## src/rtl/kint_pkg.sv

```systemverilog
package kint_pkg;
  // fill threshold in stored events for a 3-bit code; code 0 means off
  function automatic int unsigned fill_threshold(input logic [2:0] code);
    return 2 * int'(code);
  endfunction

  // withdraw condition chosen by the clear mode
  function automatic logic clear_request(input logic on_empty,
                                         input logic queue_empty,
                                         input logic rd);
    return on_empty ? queue_empty : rd;
  endfunction
endpackage

```

## src/rtl/kint_tmr.sv

```systemverilog
module kint_tmr #(
  parameter int TIME_W = 5
) (
  input  logic              clk,
  input  logic              rst_n,
  input  logic              enable,
  input  logic [TIME_W-1:0] limit,
  input  logic              key_evt,
  input  logic              db_tick,
  output logic              time_hit,
  output logic              armed
);
  logic [TIME_W-1:0] cnt_q;
  logic [TIME_W:0]   next_cnt;

  assign next_cnt = {1'b0, cnt_q} + 1'b1;
  assign time_hit = enable && (limit != '0) && armed && db_tick && !key_evt
                    && (next_cnt >= {1'b0, limit});

  always_ff @(posedge clk or negedge rst_n) begin
    if (!rst_n) begin
      armed <= 1'b0;
      cnt_q <= '0;
    end else if (!enable) begin
      armed <= 1'b0;
      cnt_q <= '0;
    end else if (key_evt) begin
      armed <= 1'b1;
      cnt_q <= '0;
    end else if (time_hit) begin
      armed <= 1'b0;
      cnt_q <= '0;
    end else if (armed && db_tick && (cnt_q != '1)) begin
      cnt_q <= cnt_q + 1'b1;
    end
  end

  // an event restarts the count from zero
  p_restart_r2: assert property (@(posedge clk) disable iff (!rst_n)
    (enable && key_evt) |=> (armed && cnt_q == '0));
  // the time source disarms once it has fired
  p_one_shot_r11: assert property (@(posedge clk) disable iff (!rst_n)
    (time_hit && enable) |=> !armed);
endmodule

```

## src/rtl/kint_fill.sv

```systemverilog
module kint_fill #(
  parameter int CNT_W  = 5,
  parameter int CODE_W = 3
) (
  input  logic              enable,
  input  logic [CNT_W-1:0]  fifo_cnt,
  input  logic [CODE_W-1:0] code,
  output logic              fill_hit
);
  import kint_pkg::*;
  logic [CNT_W:0] thr;

  assign thr      = (CNT_W+1)'(fill_threshold(3'(code)));
  assign fill_hit = enable && (code != '0) && ({1'b0, fifo_cnt} >= thr);
endmodule

```

## src/rtl/kint_latch.sv

```systemverilog
module kint_latch #(
  parameter int CNT_W = 5
) (
  input  logic             clk,
  input  logic             rst_n,
  input  logic             gpo_mode,
  input  logic             time_hit,
  input  logic             fill_hit,
  input  logic             clr_on_empty,
  input  logic             fifo_rd,
  input  logic [CNT_W-1:0] fifo_cnt,
  output logic             irq_q
);
  import kint_pkg::*;
  logic raise, withdraw;

  assign raise    = time_hit || fill_hit;
  assign withdraw = clear_request(clr_on_empty, fifo_cnt == '0, fifo_rd);

  always_ff @(posedge clk or negedge rst_n) begin
    if (!rst_n)        irq_q <= 1'b0;
    else if (gpo_mode) irq_q <= 1'b0;
    else if (raise)    irq_q <= 1'b1;
    else if (withdraw) irq_q <= 1'b0;
  end

  p_time_set_r1: assert property (@(posedge clk) disable iff (!rst_n)
    (time_hit && !gpo_mode) |=> irq_q);
  p_fill_set_r3: assert property (@(posedge clk) disable iff (!rst_n)
    (fill_hit && !gpo_mode) |=> irq_q);
  p_read_clear_r6: assert property (@(posedge clk) disable iff (!rst_n)
    (!clr_on_empty && fifo_rd && !raise) |=> !irq_q);
  p_empty_clear_r7: assert property (@(posedge clk) disable iff (!rst_n)
    (clr_on_empty && fifo_cnt == '0 && !raise) |=> !irq_q);
  p_set_wins_r8: assert property (@(posedge clk) disable iff (!rst_n)
    (raise && withdraw && !gpo_mode) |=> irq_q);
  p_gpo_idle_r9: assert property (@(posedge clk) disable iff (!rst_n)
    gpo_mode |=> !irq_q);
endmodule

```

## src/rtl/kint_irq_gen.sv

```systemverilog
module kint_irq_gen #(
  parameter int CFG_W  = 8,
  parameter int TIME_W = 5,
  parameter int CNT_W  = 5
) (
  input  logic             clk,
  input  logic             rst_n,
  input  logic             key_evt,
  input  logic             db_tick,
  input  logic [CNT_W-1:0] fifo_cnt,
  input  logic             fifo_rd,
  input  logic [CFG_W-1:0] int_cfg,
  input  logic             clr_on_empty,
  input  logic             gpo_level,
  output logic             pin_oe
);
  localparam int CODE_W = CFG_W - TIME_W;

  logic              gpo_mode, time_hit, fill_hit, armed, irq_q;
  logic [TIME_W-1:0] tick_limit;
  logic [CODE_W-1:0] fill_code;

  assign tick_limit = int_cfg[TIME_W-1:0];
  assign fill_code  = int_cfg[CFG_W-1:TIME_W];
  assign gpo_mode   = (int_cfg == '0);

  kint_tmr #(.TIME_W(TIME_W)) u_tmr (
    .clk(clk), .rst_n(rst_n), .enable(!gpo_mode), .limit(tick_limit),
    .key_evt(key_evt), .db_tick(db_tick), .time_hit(time_hit), .armed(armed));

  kint_fill #(.CNT_W(CNT_W), .CODE_W(CODE_W)) u_fill (
    .enable(!gpo_mode), .fifo_cnt(fifo_cnt), .code(fill_code),
    .fill_hit(fill_hit));

  kint_latch #(.CNT_W(CNT_W)) u_latch (
    .clk(clk), .rst_n(rst_n), .gpo_mode(gpo_mode), .time_hit(time_hit),
    .fill_hit(fill_hit), .clr_on_empty(clr_on_empty), .fifo_rd(fifo_rd),
    .fifo_cnt(fifo_cnt), .irq_q(irq_q));

  assign pin_oe = gpo_mode ? !gpo_level : irq_q;

  // no count runs straight out of reset
  p_idle_after_reset_r10: assert property (@(posedge clk) disable iff (!rst_n)
    $rose(rst_n) |-> !armed);
  // a zero tick field never yields a timed raise
  p_time_off_r4: assert property (@(posedge clk) disable iff (!rst_n)
    (tick_limit == '0) |-> !time_hit);
endmodule

```

## config.mk

```make
export PLATFORM = sky130hd
export DESIGN_NAME = kint_irq_gen
export DESIGN_NICKNAME = d
export VERILOG_FILES = /design/src/rtl/kint_pkg.sv /design/src/rtl/kint_tmr.sv /design/src/rtl/kint_fill.sv /design/src/rtl/kint_latch.sv /design/src/rtl/kint_irq_gen.sv
export SDC_FILE = /design/constraint.sdc
export NUM_CORES = 1
export LEC_CHECK = 0
export BUFFER_PORTS_ARGS = -buffer_cell sky130_fd_sc_hd__buf_2
export CORE_AREA = 2 2 41 43
export DETAILED_ROUTE_END_ITERATION = 7
export DIE_AREA = 0 0 43 45
export PLACE_DENSITY_LB_ADDON = 0.08
export SLEW_MARGIN = 20
export SYNTH_ARGS = -nofsm -noshare
export SYNTH_HDL_FRONTEND = slang
export SYNTH_HIERARCHICAL = 1
export SYNTH_SLANG_ARGS = --single-unit
```

## constraint.sdc

```tcl
create_clock -name clk -period 2.4 [get_ports clk]
set_input_delay 0.72 -clock clk [delete_from_list [all_inputs] [get_ports clk]]
set_output_delay 0.72 -clock clk [all_outputs]
set_load 0.01 [all_outputs]
```

==> flow_metrics.py <==
metrics = {
    "status": {
        "status": "complete, no violations",
    },
    "worst_hold_path": {
        "hold_class": "primary input to async pin",
    },
    "layout": {
        "nets": 134,
        "antennaDiodeCount": 0,
        "regArea_um2": 175,
        "n_fill_cell": 156,
        "final_util_pct": 57.7,
        "final_common_cell": "buf_2",
        "area_delta_synth_final_pct": 25.8,
        "drive_gt1_share_pct": 31.1,
        "final_cell_mix": "buf_2, inv_1, ha_1",
        "multi_input_area_um2": 455,
    },
    "route": {
        "drc": 0,
        "vias_per_cell": 4.98,
        "vias": 593,
        "first_iter_violations": 4,
        "wl_mm": 1.36,
        "wl_per_cell_um": 11.4,
        "ant_nets": 0,
        "first_pass_iters": 3,
    },
    "power": {
        "ir_drop_mv": 0.278,
        "p_leak_uw": 0.000472,
        "power_density_mw_per_mm2": 394,
    },
    "clock_tree": {
        "cts.clk_slew.worst_paths_ps": 50,
        "cts.sinks": 7,
        "cts_tree": "built",
        "clk-insertion-delay-late_ps": 250,
        "cts_root_buffer": "clkbuf_4",
        "hold_buffers": 0,
        "htreeDepth": 1,
        "cts_buffer_depth": 2,
        "cts_buffers": 3,
    },
    "sta": {
        "finalSetupViolations": 0,
        "relSlewSlack_pct": 63.3,
        "timing.final.crit_share_pct": 94.3,
        "worst_pin_slew_ps": 551,
        "fmax_ghz": 0.442,
        "grt_setup_unrepaired": "no",
        "fin_hold_ws_ps": 291,
        "slew_viol_final": 0,
        "tns_ps": 0,
        "fin_crit_ps": 2260,
        "finalHoldViolations": 0,
        "clock_skew_ps": 1.21,
    },
    "critical_path": {
        "cpLargestDelayFamily": "simple AND/OR/NAND/NOR gates",
        "worstPathRequired_ps": 1680,
        "crit_chain": "buf_2 > nor4_1 > nand2_1 > mux2i_1 > buf_2",
        "max_stage_delay_ps": 270,
        "critPathArrivalTime_ps": 1540,
        "cp-start-kind": "primary input",
        "cp-end-kind": "output port",
        "path_max_fanout": 3,
        "crit_top_cell": "buf_2",
        "crit_path_top_delay_cell": "nor4_1",
        "crit_buf_inv": 2,
        "critPathKind": "primary input to output port",
    },
    "logic_synthesis": {
        "mappedNetlistArea_um2": 674,
        "postSynthAreaPerCell_um2": 8.87,
        "syn_nets": 106,
        "yosysSeqAreaShare_pct": 26.0,
        "yosys_warnings": 6,
        "syn-instance-count": 76,
        "ys_ff_latch": 7,
        "synth.distinct_cells": 28,
    },
    "floorplan": {
        "ioPinCount": 21,
        "num_rows": 14,
        "die_x_um": 43,
        "core_mm2": 0.00147,
        "initial_core_util_pct": 45.8,
        "die_area_mm2": 0.00194,
        "die_h_um": 45,
    },
    "placement": {
        "io_buffers": 20,
        "place.gp.congestion": 0.703,
        "dp_hpwl_mm": 1.23,
    },
    "global_route": {
        "grt_pass1_wl_mm": 2.46,
        "antenna_found_initial": 0,
        "gr-usage-met2_pct": 29.7,
        "grt_pass1_vias": 624,
        "use_met3_pct": 2.40,
        "gr-usage-all-layers_pct": 17.7,
        "gr-total-overflow": 0,
        "grt.busiest_layer": "met2",
        "globalRouteMet1Util_pct": 21.1,
        "grt_max_degree": 8,
    },
    "flow_run": {
        "cap_viol_max_count": 0,
    },
}
[path summary, 6_finish.rpt]
check,start,end,slack [ps],cells past startpoint
setup / recovery,int_cfg[1],pin_oe,140,5
hold / removal,rst_n,u_tmr/cnt_q[1],290,1
setup reg to reg,u_tmr/cnt_q[1],u_latch/irq_q,200,9
hold reg to reg,u_latch/irq_q,u_latch/irq_q,540,2
max in group asynchronous,rst_n,u_tmr/cnt_q[0],1960,1
min in group clk,u_latch/irq_q,u_latch/irq_q,540,2
[timing repair]
action	4_1_cts	5_1_grt
buffers inserted	0	0
setup endpoints to repair	0	1
gates resized for setup	0	1
[logic make-up after synthesis]
| family | Yosys count | synth area share, % |
|---|---|---|
| flip-flops | 7 | 26.0 |
| multiplexers | 3 | 4.45 |
| AO/OA/AOI/OAI | 17 | 19.1 |
| AND/OR/NAND/NOR | 21 | 18.2 |
| XOR/XNOR | 5 | 6.49 |
| adder cells (fa/ha/maj) | 10 | 18.6 |
| buffers and inverters | 13 | 7.24 |
[state kept, by name, indices dropped and copies added, names as in the netlist]
signal         flops
u_tmr/armed        1
u_latch/irq_q      1
u_tmr/cnt_q        5
[synthesized netlist by cell type]
cell type  number  area, um2
inv_1          13       48.8
ha_1           10        125
dfrtp_1         7        175
a211oi_1        5       37.5
nand2_1         4       15.0
a21oi_1         3       15.0
mux2i_1         3       30.0
nand2b_1        3       18.8
nor2_1          3       11.3
nor4_1          3       18.8
xnor2_1         3       26.3
a31oi_1         2       12.5
xor2_1          2       17.5
a21o_1          1       7.51
a21oi_2         1       8.76
and3_2          1       7.51
and4_1          1       8.76
nand3_1         1       5.00
nand3_2         1       10.0
nand3b_1        1       7.51
o211ai_2        1       12.5
o21ai_0         1       5.00
o21ai_1         1       5.00
o221ai_2        1       15.0
o311a_1         1       10.0
or2_1           1       6.26
or3_1           1       6.26
or4_1           1       7.51
[through the flow]
step                area [um2]  std cells  setup WS [ps]  total power, uW
floorplan                  674         76            213              190
global placement           817        115            129              230
detailed placement         817        115            122              233
CTS                        843        119            116              341
global route               848        119           18.4              366
finish                     848        119            136              334
[routing by layer]
| metal | up-vias | share of wire, % | wire length [um] |
|---|---|---|---|
| met3 | 2 | 4.0 | 55 |
| met5 | - | 0 | 0 |
| met1 | 253 | 46 | 631 |
| li1 | 326 | - | - |
| met2 | 12 | 49 | 663 |
| met4 | 0 | 0.88 | 12 |
[report_power, final]
| part | internal [uW] | switching [uW] |
|---|---|---|
| Combinational | 48.9 | 52.7 |
| Clock | 63.2 | 39.3 |
| Sequential | 125 | 5.18 |
| Total | 237 | 97.2 |
[area by class of cell]
| cell class | instances | area share, % |
|---|---|---|
| Inverter | 13 | 5.75 |
| Timing Repair Buffer | 23 | 14.5 |
| Multi-Input combinational cell | 56 | 53.7 |
| Sequential cell | 7 | 20.6 |
| Tap cell | 16 | 2.36 |
| Clock buffer | 4 | 3.10 |
(Power assumes the default switching activity.)
